===== src/rtl/irq_stat_pkg.sv =====
// Package: shared constants and types of the interrupt event status controller.
// Assumes a word-addressed register port with three address bits.
package irq_stat_pkg;

    localparam int REG_ADDR_W = 3;

    // Word addresses of the register port; the bench and software rely on them.
    typedef enum logic [REG_ADDR_W-1:0] {
        ADR_RAW    = 3'd0,
        ADR_MASK   = 3'd1,
        ADR_MASKED = 3'd2,
        ADR_EVSET  = 3'd3,
        ADR_EVCLR  = 3'd4,
        ADR_MSET   = 3'd5,
        ADR_MCLR   = 3'd6,
        ADR_SPARE  = 3'd7
    } reg_addr_e;

    // One strobe per write-one-to-act register, at most one high per cycle.
    typedef struct packed {
        logic ev_set;
        logic ev_clr;
        logic m_set;
        logic m_clr;
    } wr_strobe_t;

endpackage


===== src/rtl/irq_reg_decode.sv =====
// Module: irq_reg_decode
// Turns a register-port write into one of four action strobes plus the
// write bits that apply to the event sources. Assumes single-cycle writes
// that are qualified by sel and wr; writes to read-only addresses give no strobe.
module irq_reg_decode
    import irq_stat_pkg::*;
#(
    parameter int DATA_W = 32,
    parameter int NSRC   = 6
) (
    input  logic                  clk,
    input  logic                  rst_n,
    input  logic                  sel_i,
    input  logic                  wr_i,
    input  logic [REG_ADDR_W-1:0] addr_i,
    input  logic [DATA_W-1:0]     wdata_i,
    output wr_strobe_t            strobe_o,
    output logic [NSRC-1:0]       wbits_o
);

    logic wr_en;

    // Purpose: qualify a write cycle.
    always_comb begin
        wr_en = sel_i && wr_i;
    end

    // Purpose: pick the action register the write is aimed at.
    always_comb begin
        strobe_o = '0;
        if (wr_en) begin
            unique case (reg_addr_e'(addr_i))
                ADR_EVSET: strobe_o.ev_set = 1'b1;
                ADR_EVCLR: strobe_o.ev_clr = 1'b1;
                ADR_MSET:  strobe_o.m_set  = 1'b1;
                ADR_MCLR:  strobe_o.m_clr  = 1'b1;
                default:   strobe_o        = '0;
            endcase
        end
    end

    // Purpose: only the low bits of the write data address a source.
    always_comb begin
        wbits_o = wdata_i[NSRC-1:0];
    end

    AST_ONE_STROBE: assert property (@(posedge clk) disable iff (!rst_n)
        $onehot0({strobe_o.ev_set, strobe_o.ev_clr, strobe_o.m_set, strobe_o.m_clr}))
        else $error("more than one write strobe");

    AST_NO_STROBE_IDLE: assert property (@(posedge clk) disable iff (!rst_n)
        !(sel_i && wr_i) |-> (strobe_o == '0))
        else $error("strobe without a write");

endmodule


===== src/rtl/irq_status_bit.sv =====
// Module: irq_status_bit
// One sticky raw status bit. It is set by a hardware event or a software
// injection and cleared by a software clear. A hardware event in the same
// cycle as a clear wins. Assumes the inputs are synchronous to clk.
module irq_status_bit (
    input  logic clk,
    input  logic rst_n,
    input  logic hw_evt_i,
    input  logic sw_set_i,
    input  logic sw_clr_i,
    output logic status_o
);

    logic status_q;
    logic status_d;

    // Purpose: next state with set sources above the clear.
    always_comb begin
        status_d = status_q;
        if (sw_clr_i) begin
            status_d = 1'b0;
        end
        if (hw_evt_i || sw_set_i) begin
            status_d = 1'b1;
        end
    end

    // Purpose: hold the sticky bit, synchronous active-low reset.
    always_ff @(posedge clk) begin
        if (!rst_n) begin
            status_q <= 1'b0;
        end else begin
            status_q <= status_d;
        end
    end

    assign status_o = status_q;

    AST_EVT_SETS: assert property (@(posedge clk) disable iff (!rst_n)
        hw_evt_i |=> status_o)
        else $error("event did not set status");

    AST_INJECT_SETS: assert property (@(posedge clk) disable iff (!rst_n)
        sw_set_i |=> status_o)
        else $error("injection did not set status");

    AST_CLR_CLEARS: assert property (@(posedge clk) disable iff (!rst_n)
        (sw_clr_i && !hw_evt_i && !sw_set_i) |=> !status_o)
        else $error("clear did not clear status");

    AST_EVT_BEATS_CLR: assert property (@(posedge clk) disable iff (!rst_n)
        (sw_clr_i && hw_evt_i) |=> status_o)
        else $error("clear won over event");

    AST_STATUS_HOLDS: assert property (@(posedge clk) disable iff (!rst_n)
        (!hw_evt_i && !sw_set_i && !sw_clr_i) |=> $stable(status_o))
        else $error("status moved without cause");

endmodule


===== src/rtl/irq_mask_reg.sv =====
// Module: irq_mask_reg
// Mask register changed only by atomic set and clear vectors. Assumes the
// set and clear vectors are never active in the same cycle (separate
// addresses); if they were, the clear would win.
module irq_mask_reg #(
    parameter int NSRC = 6
) (
    input  logic            clk,
    input  logic            rst_n,
    input  logic [NSRC-1:0] set_i,
    input  logic [NSRC-1:0] clr_i,
    output logic [NSRC-1:0] mask_o
);

    logic [NSRC-1:0] mask_q;

    // Purpose: apply the set and clear bits, synchronous active-low reset.
    always_ff @(posedge clk) begin
        if (!rst_n) begin
            mask_q <= '0;
        end else begin
            mask_q <= (mask_q | set_i) & ~clr_i;
        end
    end

    assign mask_o = mask_q;

    AST_MASK_SET: assert property (@(posedge clk) disable iff (!rst_n)
        (set_i != '0) |=> ((mask_o & $past(set_i)) == $past(set_i)))
        else $error("mask set failed");

    AST_MASK_CLR: assert property (@(posedge clk) disable iff (!rst_n)
        (clr_i != '0) |=> ((mask_o & $past(clr_i)) == '0))
        else $error("mask clear failed");

    AST_MASK_UNTOUCHED: assert property (@(posedge clk) disable iff (!rst_n)
        rst_n |=> (((mask_o ^ $past(mask_o)) & ~($past(set_i) | $past(clr_i))) == '0))
        else $error("mask bit moved without a write");

endmodule


===== src/rtl/irq_read_mux.sv =====
// Module: irq_read_mux
// Combinational readback of the raw status, mask and masked status. Write-only
// and spare addresses return zero, and so does any cycle that is not a read.
module irq_read_mux
    import irq_stat_pkg::*;
#(
    parameter int DATA_W = 32,
    parameter int NSRC   = 6
) (
    input  logic                  clk,
    input  logic                  rst_n,
    input  logic                  sel_i,
    input  logic                  wr_i,
    input  logic [REG_ADDR_W-1:0] addr_i,
    input  logic [NSRC-1:0]       raw_i,
    input  logic [NSRC-1:0]       mask_i,
    input  logic [NSRC-1:0]       masked_i,
    output logic [DATA_W-1:0]     rdata_o
);

    localparam int PAD_W = DATA_W - NSRC;

    logic [NSRC-1:0] pick;

    // Purpose: select the source vector for the addressed register.
    always_comb begin
        pick = '0;
        if (sel_i && !wr_i) begin
            unique case (reg_addr_e'(addr_i))
                ADR_RAW:    pick = raw_i;
                ADR_MASK:   pick = mask_i;
                ADR_MASKED: pick = masked_i;
                default:    pick = '0;
            endcase
        end
    end

    // Purpose: zero-extend to the bus width.
    always_comb begin
        rdata_o = {{PAD_W{1'b0}}, pick};
    end

    AST_UPPER_ZERO: assert property (@(posedge clk) disable iff (!rst_n)
        rdata_o[DATA_W-1:NSRC] == '0)
        else $error("upper read bits not zero");

    AST_WO_READS_ZERO: assert property (@(posedge clk) disable iff (!rst_n)
        (sel_i && !wr_i && (addr_i >= REG_ADDR_W'(ADR_EVSET))) |-> (rdata_o == '0))
        else $error("write-only register read non-zero");

endmodule


===== src/rtl/irq_event_ctrl.sv =====
// Module: irq_event_ctrl (top)
// Interrupt event status controller: NUM_CH channel events plus one overflow
// event latch into sticky raw bits, a mask gates them, and the OR of the
// masked status drives a registered interrupt. Assumes all inputs are
// synchronous to clk and the register port is a single-cycle access.
module irq_event_ctrl
    import irq_stat_pkg::*;
#(
    parameter int NUM_CH = 5,
    parameter int DATA_W = 32
) (
    input  logic                    clk,
    input  logic                    rst_n,
    input  logic [NUM_CH:0]         hw_evt_i,
    input  logic                    bus_sel_i,
    input  logic                    bus_wr_i,
    input  logic [REG_ADDR_W-1:0]   bus_addr_i,
    input  logic [DATA_W-1:0]       bus_wdata_i,
    output logic [DATA_W-1:0]       bus_rdata_o,
    output logic                    irq_o
);

    localparam int NSRC = NUM_CH + 1;

    wr_strobe_t      strobe;
    logic [NSRC-1:0] wbits;
    logic [NSRC-1:0] set_vec;
    logic [NSRC-1:0] clr_vec;
    logic [NSRC-1:0] mset_vec;
    logic [NSRC-1:0] mclr_vec;
    logic [NSRC-1:0] raw;
    logic [NSRC-1:0] mask;
    logic [NSRC-1:0] masked;
    logic            irq_q;

    irq_reg_decode #(
        .DATA_W (DATA_W),
        .NSRC   (NSRC)
    ) decode_i (
        .clk      (clk),
        .rst_n    (rst_n),
        .sel_i    (bus_sel_i),
        .wr_i     (bus_wr_i),
        .addr_i   (bus_addr_i),
        .wdata_i  (bus_wdata_i),
        .strobe_o (strobe),
        .wbits_o  (wbits)
    );

    // Purpose: spread the strobes over the per-source write bits.
    always_comb begin
        set_vec  = strobe.ev_set ? wbits : '0;
        clr_vec  = strobe.ev_clr ? wbits : '0;
        mset_vec = strobe.m_set  ? wbits : '0;
        mclr_vec = strobe.m_clr  ? wbits : '0;
    end

    for (genvar g = 0; g < NSRC; g++) begin : g_src
        irq_status_bit status_i (
            .clk      (clk),
            .rst_n    (rst_n),
            .hw_evt_i (hw_evt_i[g]),
            .sw_set_i (set_vec[g]),
            .sw_clr_i (clr_vec[g]),
            .status_o (raw[g])
        );
    end

    irq_mask_reg #(
        .NSRC (NSRC)
    ) mask_i (
        .clk    (clk),
        .rst_n  (rst_n),
        .set_i  (mset_vec),
        .clr_i  (mclr_vec),
        .mask_o (mask)
    );

    // Purpose: gate the raw status with the mask.
    always_comb begin
        masked = raw & mask;
    end

    // Purpose: register the combined interrupt request.
    always_ff @(posedge clk) begin
        if (!rst_n) begin
            irq_q <= 1'b0;
        end else begin
            irq_q <= |masked;
        end
    end

    assign irq_o = irq_q;

    irq_read_mux #(
        .DATA_W (DATA_W),
        .NSRC   (NSRC)
    ) rmux_i (
        .clk      (clk),
        .rst_n    (rst_n),
        .sel_i    (bus_sel_i),
        .wr_i     (bus_wr_i),
        .addr_i   (bus_addr_i),
        .raw_i    (raw),
        .mask_i   (mask),
        .masked_i (masked),
        .rdata_o  (bus_rdata_o)
    );

    AST_IRQ_RISE: assert property (@(posedge clk) disable iff (!rst_n)
        $rose(irq_o) |-> ($past(masked) != '0))
        else $error("irq rose with no masked status");

    AST_IRQ_FALL: assert property (@(posedge clk) disable iff (!rst_n)
        $fell(irq_o) |-> ($past(masked) == '0))
        else $error("irq fell with masked status pending");

    AST_IRQ_PENDING: assert property (@(posedge clk) disable iff (!rst_n)
        (masked != '0) |=> irq_o)
        else $error("irq missing for masked status");

endmodule


===== config.mk =====
export PLATFORM = sky130hd
export DESIGN_NAME = irq_event_ctrl
export DESIGN_NICKNAME = d
export VERILOG_FILES = /design/src/rtl/irq_stat_pkg.sv /design/src/rtl/irq_reg_decode.sv /design/src/rtl/irq_status_bit.sv /design/src/rtl/irq_mask_reg.sv /design/src/rtl/irq_read_mux.sv /design/src/rtl/irq_event_ctrl.sv
export SDC_FILE = /design/constraint.sdc
export NUM_CORES = 1
export LEC_CHECK = 0
export ABC_AREA = 1
export ABC_CLOCK_PERIOD_IN_PS = 900
export BUFFER_PORTS_ARGS = -buffer_cell sky130_fd_sc_hd__buf_4
export CORE_AREA = 2 2 44 86
export DETAILED_ROUTE_END_ITERATION = 16
export DIE_AREA = 0 0 46 88
export GPL_TIMING_DRIVEN = 0
export HOLD_SLACK_MARGIN = 0.1
export PLACE_DENSITY = 0.73
export SETUP_SLACK_MARGIN = 0.2
export SKIP_LAST_GASP = 1
export SLEW_MARGIN = 20
export SYNTH_ARGS = -nofsm -noshare
export SYNTH_HDL_FRONTEND = slang
export SYNTH_HIERARCHICAL = 1
export SYNTH_SLANG_ARGS = --single-unit

===== constraint.sdc =====
create_clock -name clk -period 0.9 [get_ports clk]
set_input_delay 0.18 -clock clk [delete_from_list [all_inputs] [get_ports clk]]
set_output_delay 0.18 -clock clk [all_outputs]
set_load 0.02 [all_outputs]

==> results of run 1 <==
-- how the worst max path moves through the flow --
stage                           to  slack, ns  cells after the start
floorplan           bus_rdata_o[0]       0.02                      6
global placement    bus_rdata_o[0]      -0.34                      8
detailed placement  bus_rdata_o[3]      -0.36                      8
CTS                 bus_rdata_o[0]      -0.36                      6
global route        bus_rdata_o[2]      -0.45                      7
finish              bus_rdata_o[5]      -0.35                      7
-- state kept, by name, indices dropped and copies added, names as in the netlist --
register	flops
g_src.status_i/status_o	6
irq_o	1
mask_i/mask_o	6
-- cell type report --
type	count	area (µm²)	share of cell area, %
Inverter	62	248	13.7
Sequential cell	13	277	15.3
Clock buffer	4	45.0	2.48
Buffer	34	259	14.3
Tap cell	32	40.0	2.21
Multi-Input combinational cell	138	673	37.1
Timing Repair Buffer	29	272	15.0
-- critical path, stage by stage (launching register included) --
cell	delay [ns]
sky130_fd_sc_hd__dfxtp_2	0.35
sky130_fd_sc_hd__nand2_2	0.06
sky130_fd_sc_hd__inv_2	0.04
sky130_fd_sc_hd__nand3_1	0.06
sky130_fd_sc_hd__nand3_1	0.08
sky130_fd_sc_hd__nand2_1	0.06
sky130_fd_sc_hd__inv_2	0.06
sky130_fd_sc_hd__buf_6	0.10
-- report_power, final --
group / total [mW] / switching, mW / internal, mW
registers: 0.628 / 0.0228 / 0.605
clock network: 0.514 / 0.202 / 0.312
logic: 0.485 / 0.265 / 0.219
-- cells in the final DEF (no fill, tap or decap) --
cell type and instances:
sky130_fd_sc_hd__clkbuf_8 3, sky130_fd_sc_hd__buf_6 12, sky130_fd_sc_hd__inv_4 1, sky130_fd_sc_hd__buf_4 50
sky130_fd_sc_hd__a21oi_2 1, sky130_fd_sc_hd__nand2_2 7, sky130_fd_sc_hd__nand2_1 45, sky130_fd_sc_hd__buf_12 1
sky130_fd_sc_hd__nand3_4 2, sky130_fd_sc_hd__nand4_1 6, sky130_fd_sc_hd__nor2_4 6, sky130_fd_sc_hd__inv_12 1
sky130_fd_sc_hd__inv_2 13, sky130_fd_sc_hd__clkbuf_1 1, sky130_fd_sc_hd__nor2_1 19, sky130_fd_sc_hd__inv_1 47
sky130_fd_sc_hd__nand2_4 2, sky130_fd_sc_hd__conb_1 26, sky130_fd_sc_hd__a21oi_1 6, sky130_fd_sc_hd__dfxtp_2 13
sky130_fd_sc_hd__nand3_1 18
-- cells by family after synthesis --
kind of cell    share of synthesized area (%)
buf+inv                                  39.9
other cells                             0.304
flops                                    21.1
simple gates                             35.8
compound gates                           2.84
-- layer usage --
layer  global-route usage, %  vias up
li1                        -      701
met3                    1.44       11
met4                    11.2        0
met1                    13.5      505
met5                       0        -
met2                    26.5       50
-- what timing repair did --
item | 4_1_cts | 5_1_grt
setup buffers | 6 | 4
setup endpoints to repair | 20 | 20
pin swaps | 10 | 15
endpoints found under the hold margin | 0 | 0
gates resized for setup | 24 | 12
==> metrics.sh, run 1 <==
YOSYS_REG_BITS=13
POST_SYNTH_INSTANCE_AREA_MM2=0.00123
DIE_HEIGHT_UM=88
WORST_HOLD_PATH.ENDPOINT='g_src[1].status_i/status_o'
DETAIL_ROUTE.ITER0.VIOLATIONS=17
REG2REG_DEPTH=6
GR-TOTAL-OVERFLOW=0
LARGEST_BUFFER_COUNT_ON_ANY_CLOCK_PATH=2
PLACE.DETAILED.HPWL_MM=2.19
OVERALL_POWER_mW=1.63
SEQUENTIAL_ELEMENT_SHARE_OF_THE_SYNTHESIZED_AREA_PCT=21.1
NETLIST-CELL-TYPE-COUNT=12
DIE_AREA_MM2=0.00405
HOLD_CLASS='primary input to flip-flop'
CORE-AREA_MM2=0.00338
POWER_PER_CELL_AREA_mW_PER_MM2=898
PRE_CTS_SLACK_NS=-0.360
TOP_LEVEL_PORTS=78
MIN_FROM='hw_evt_i[1]'
NETLIST.AREA_LEADER.SHARE_PCT=21.1
DRT-WIRELENGTH-PER-CELL_UM=8.51
TIMING.FINAL.MAX_SLEW_VIOLATIONS=0
LEAKAGE_POWER_nW=1.17
POSTROUTEWIRELENGTH_MM=2.66
SYNTH_TOP_AREA_CELL='sky130_fd_sc_hd__dfxtp_1'
VIAS=1267
NUMPORTBUFFERS=19
VIOLATIONS='negative setup slack'
POSTLAYOUTCELLAREA_MM2=0.00181
TRITONCTS_NUM_SINKS=13
FINAL_MIN_PERIOD_OVER_CLOCK_PERIOD_PCT=139
FINAL_LAYOUT_SIZE_SUFFIX_GT1_SHARE_PCT=40.0
M1WIRELENGTH_UM=938
FINCLKSKEW_NS=0.00142
FINAL_CORE_UTIL_PCT=53.7
PLACE_AREA_MM2=0.00159
WORST_SKEW_LATE_LATENCY_NS=0.24
GR-USAGE-ALL-LAYERS_PCT=14.5
FINAL.SETUP.TNS_NS=-2.05
LAYOUTNONFILLERINSTCOUNT=312
WORSTPATHMAXFANOUT=3
CRITICAL_PATH.ENDPOINT_TYPE='output port'
CLOCK_TREE.ROOT_CELL='sky130_fd_sc_hd__clkbuf_8'
STATUS='finished with violations'
SYNTH_CELLS=222
FINALWORSTSETUPSLACK_NS=-0.348
ROUTED.TOP_LAYER='met4'
ROWS=30
NUMBER_OF_SYNTHESIZED_FLOPS_WITH_AN_ENABLE_PIN=0
AREA_GROWTH_SYN_TO_LAYOUT_PCT=47.1
FILLERINSTANCES=334
SYNTH_FF_TYPE='sky130_fd_sc_hd__dfxtp_1'
CRIT_ARRIVAL_NS=1.07
WORSTHOLDPATHCELLS=3
SETUP.REG_TO_REG.WORST_SLACK_NS=-0.02
CP_DATA_REQUIRED_TIME_NS=0.72
CRIT_START='mask_i/mask_o[5]'
PERIOD_NEEDED_NS=1.25
WORST_SETUP_PATH_START_KIND='flip-flop'
CTS-BUFFERS-INSERTED=3
FMAX_MHz=801
ANT_NETS=0
POSTSYNTH.ASYNCRESETSHARE_PCT=0
CRIT-REG2REG-LAUNCH='g_src[1].status_i/status_o'
DRT-PASS1-ITER-COUNT=4
CTS.HTREE.LEVELS=1
SETUP_VIOL=7
SETUP.WORST_PATH.CLASS='flip-flop to output port'
YOSYS.CELL_COUNT.TOP_TYPE='sky130_fd_sc_hd__inv_1'
VDD_IR_DROP_MAX_mV=1.08
ROUTE.DETAILED.DRC=0
FINAL-HOLD-VIOLATION-COUNT=0
SYNTH.AREA.TOP_CELLS='sky130_fd_sc_hd__dfxtp_1 (21%), sky130_fd_sc_hd__buf_4 (20%), sky130_fd_sc_hd__inv_1 (19%)'
WORSTREG2REGEND='irq_o'
POST_CTS_HOLD_BUFFER_COUNT=0
INITIAL_CORE_UTIL_PCT=36.5
GRT_PASS1_VIAS=1102
MAX_CAP_VIOLATIONS=0
FINALNETCOUNT=326
GRT_FIRST_PASS_WIRELENGTH_MM=4.44
CTS_TREE='done'
HOLD-WORST-SLACK_NS=0.194
GRT_MAX_DEGREE=14
PLACE.GP.CONGESTION=0.778
YS_TOP_CELLS_BY_COUNT='sky130_fd_sc_hd__inv_1 (61), sky130_fd_sc_hd__nand2_1 (54), sky130_fd_sc_hd__buf_4 (33), sky130_fd_sc_hd__nor2_1 (24), sky130_fd_sc_hd__nand3_1 (20)'
CLKSLEWWORSTSETUPHOLDPATHS_NS=0.05
WL_MET3_UM=145
MET2_WIRELENGTH_MM=1.40
YOSYS_WARNINGS=6
DIEWIDTH_UM=46
ANTENNA_CELLS=0
DPL.CELL_COUNT=298
ANTENNA_FOUND_INITIAL=0
RSZ_0062_RAISED_AFTER_GLOBAL_ROUTING='yes'
AVGVIACOUNTPERCELL=4.06
POSTSYNTHAREAPERCELL_UM2=5.55
Power figures use the tool's default switching activity.
==> run 2: changes to the inputs <==
--- a/config.mk
+++ b/config.mk
@@ -15,6 +15,7 @@
 export HOLD_SLACK_MARGIN = 0.1
 export PLACE_DENSITY = 0.73
 export SETUP_SLACK_MARGIN = 0.2
+export SKIP_CTS_REPAIR_TIMING = 1
 export SKIP_LAST_GASP = 1
 export SLEW_MARGIN = 20
 export SYNTH_ARGS = -nofsm -noshare
==> metrics.sh, run 2 (synthesized netlist as in run 1, its figures left out) <==
STATUS='finished with violations'
VIOLATIONS='negative setup slack'
CRIT_ARRIVAL_NS=1.09  # +0.02 ns
DRT-WIRELENGTH-PER-CELL_UM=8.77  # +3.1%
FINAL.SETUP.TNS_NS=-2.10  # -0.0452 ns
DETAIL_ROUTE.ITER0.VIOLATIONS=23  # +6
FINAL_MIN_PERIOD_OVER_CLOCK_PERIOD_PCT=141  # +2.7 points
INTERNAL-POWER_mW=1.14  # +0.52%
SETUP_VIOL=6  # -1
CP_DATA_REQUIRED_TIME_NS=0.72  # about the same
HOLD-WORST-SLACK_NS=0.191  # -0.00233 ns
GRT_MAX_DEGREE=14  # unchanged
LARGEST_BUFFER_COUNT_ON_ANY_CLOCK_PATH=2  # unchanged
DIE_AREA_MM2=0.00405  # unchanged
PLACE.GP.CONGESTION=0.778  # unchanged
PERIOD_NEEDED_NS=1.27  # +0.0244 ns
COMBINATIONALPOWERSHARE_PCT=30.1  # +0.3 points
OVERALL_POWER_mW=1.64  # +0.71%
AVGVIACOUNTPERCELL=4.11  # +1.1%
SEQUENTIALPOWERSHARE_PCT=38.3  # -0.3 points
MAX_CAP_VIOLATIONS=0  # unchanged
GRT_PASS1_VIAS=1108  # +0.54%
VIAS=1273  # +0.47%
MIN_FROM='hw_evt_i[4]'
CTS_TREE='done'
WORST_SKEW_LATE_LATENCY_NS=0.24  # about the same
CRIT_START='g_src[0].status_i/status_o'
CORE-AREA_MM2=0.00338  # unchanged
WORST_SETUP_PATH_START_KIND='flip-flop'
CTS.HTREE.LEVELS=1  # unchanged
AREA_GROWTH_SYN_TO_LAYOUT_PCT=45.4
ANT_NETS=0  # unchanged
FINALWORSTSETUPSLACK_NS=-0.373  # -0.0244 ns
SWITCHING_SHARE_PCT=30.3  # +0.13 points
VDD_IR_DROP_MAX_mV=1.17  # +8.0%
TOP_LEVEL_PORTS=78  # unchanged
DRT-PASS1-ITER-COUNT=4  # unchanged
WORSTPATHMAXFANOUT=3  # unchanged
CLKSLEWWORSTSETUPHOLDPATHS_NS=0.06  # about the same
LAYOUTNONFILLERINSTCOUNT=310  # -0.64%
CRITICAL_PATH.ENDPOINT_TYPE='output port'
TIMING.FINAL.MAX_SLEW_VIOLATIONS=0  # unchanged
RSZ_0062_RAISED_AFTER_GLOBAL_ROUTING='yes'
TRITONCTS_NUM_SINKS=13  # unchanged
POSTROUTEWIRELENGTH_MM=2.72  # +2.4%
POWER_PER_CELL_AREA_mW_PER_MM2=915  # +1.9%
FINCLKSKEW_NS=0.00341  # +0.00198 ns
SETUP.WORST_PATH.CLASS='flip-flop to output port'
CTS-BUFFERS-INSERTED=3  # unchanged
FMAX_MHz=786  # -1.9%
DIE_HEIGHT_UM=88  # unchanged
FINAL-HOLD-VIOLATION-COUNT=0  # unchanged
CLOCK_TREE.ROOT_CELL='sky130_fd_sc_hd__clkbuf_8'
FINAL_LAYOUT_SIZE_SUFFIX_GT1_SHARE_PCT=39.2  # -0.79 points
ANTENNA_FOUND_INITIAL=0  # unchanged
ROUTE.DETAILED.DRC=0  # unchanged
PLACE.DETAILED.HPWL_MM=2.19  # unchanged
ANTENNA_CELLS=0  # unchanged
NUMPORTBUFFERS=19  # unchanged
CRIT-REG2REG-LAUNCH='g_src[1].status_i/status_o'
PRE_CTS_SLACK_NS=-0.360  # unchanged
FINAL_CELL_MIX='sky130_fd_sc_hd__buf_4 (49), sky130_fd_sc_hd__inv_1 (48), sky130_fd_sc_hd__nand2_1 (45)'
CLK_PWR_SHARE_PCT=31.6  # about the same
LEAKAGE_POWER_nW=1.16  # -0.52%
LAYOUT_COMMONEST_CELL='sky130_fd_sc_hd__buf_4'
DIEWIDTH_UM=46  # unchanged
INITIAL_CORE_UTIL_PCT=36.5  # unchanged
POWER_SWITCHING_uW=496  # +1.2%
DPL.CELL_COUNT=298  # unchanged
GR-TOTAL-OVERFLOW=0  # unchanged
FINALNETCOUNT=324  # -0.61%
ROWS=30  # unchanged
GRT_FIRST_PASS_WIRELENGTH_MM=4.31  # -2.8%
HOLD_CLASS='primary input to flip-flop'
GR-USAGE-ALL-LAYERS_PCT=14.2  # -0.36 points
[run 2: final cells by class]
class	instances	area (µm²)
Sequential cell	13	277
Timing Repair Buffer	27	253
Fill cell	340	1590
Clock buffer	4	45.0
Multi-Input combinational cell	138	673
Inverter	62	245
Tap cell	32	40.0
Buffer	34	259
[run 2: path summary, 6_finish.rpt]
path	endpoint	slack (ns)	cells past startpoint
worst max-delay path	bus_rdata_o[0]	-0.37	7
worst min-delay path	g_src[4].status_i/status_o	0.19	3
worst max register to register	irq_o	0.08	5
worst min register to register	g_src[3].status_i/status_o	0.47	2
[run 2: power by group through the flow]
stage | Sequential (mW) | Combinational, mW | Clock [mW]
final | 0.628 | 0.493 | 0.518
after global routing | 0.630 | 0.539 | 0.552
after CTS | 0.624 | 0.436 | 0.533
after detailed placement | 0.637 | 0.436 | 0
after global placement | 0.636 | 0.431 | 0
after floorplan | 0.631 | 0.331 | 0
[run 2: worst max-delay path, cell delays in order, from the launching register on]
cell                      delay (ns)
sky130_fd_sc_hd__dfxtp_2        0.35
sky130_fd_sc_hd__nand2_2        0.09
sky130_fd_sc_hd__inv_2          0.05
sky130_fd_sc_hd__nand3_1        0.06
sky130_fd_sc_hd__nand3_1        0.07
sky130_fd_sc_hd__nand2_1        0.06
sky130_fd_sc_hd__inv_2          0.06
sky130_fd_sc_hd__buf_6          0.10
[run 2: routing by layer]
metal	global-route usage, %	part of all wire [%]	up-vias
met2	26.4	53	60
li1	-	-	696
met5	0	0	-
met4	11.2	6.3	0
met1	12.4	35	505
met3	1.65	6.2	12
[run 2: per-stage QoR]
stage          util (%)  area, µm²
2_1_floorplan         -       1410
5_1_grt            53.0       1790
3_3_place_gp       47.2       1590
4_1_cts            48.5       1640
6_report           53.0       1790
3_5_place_dp       47.2       1590
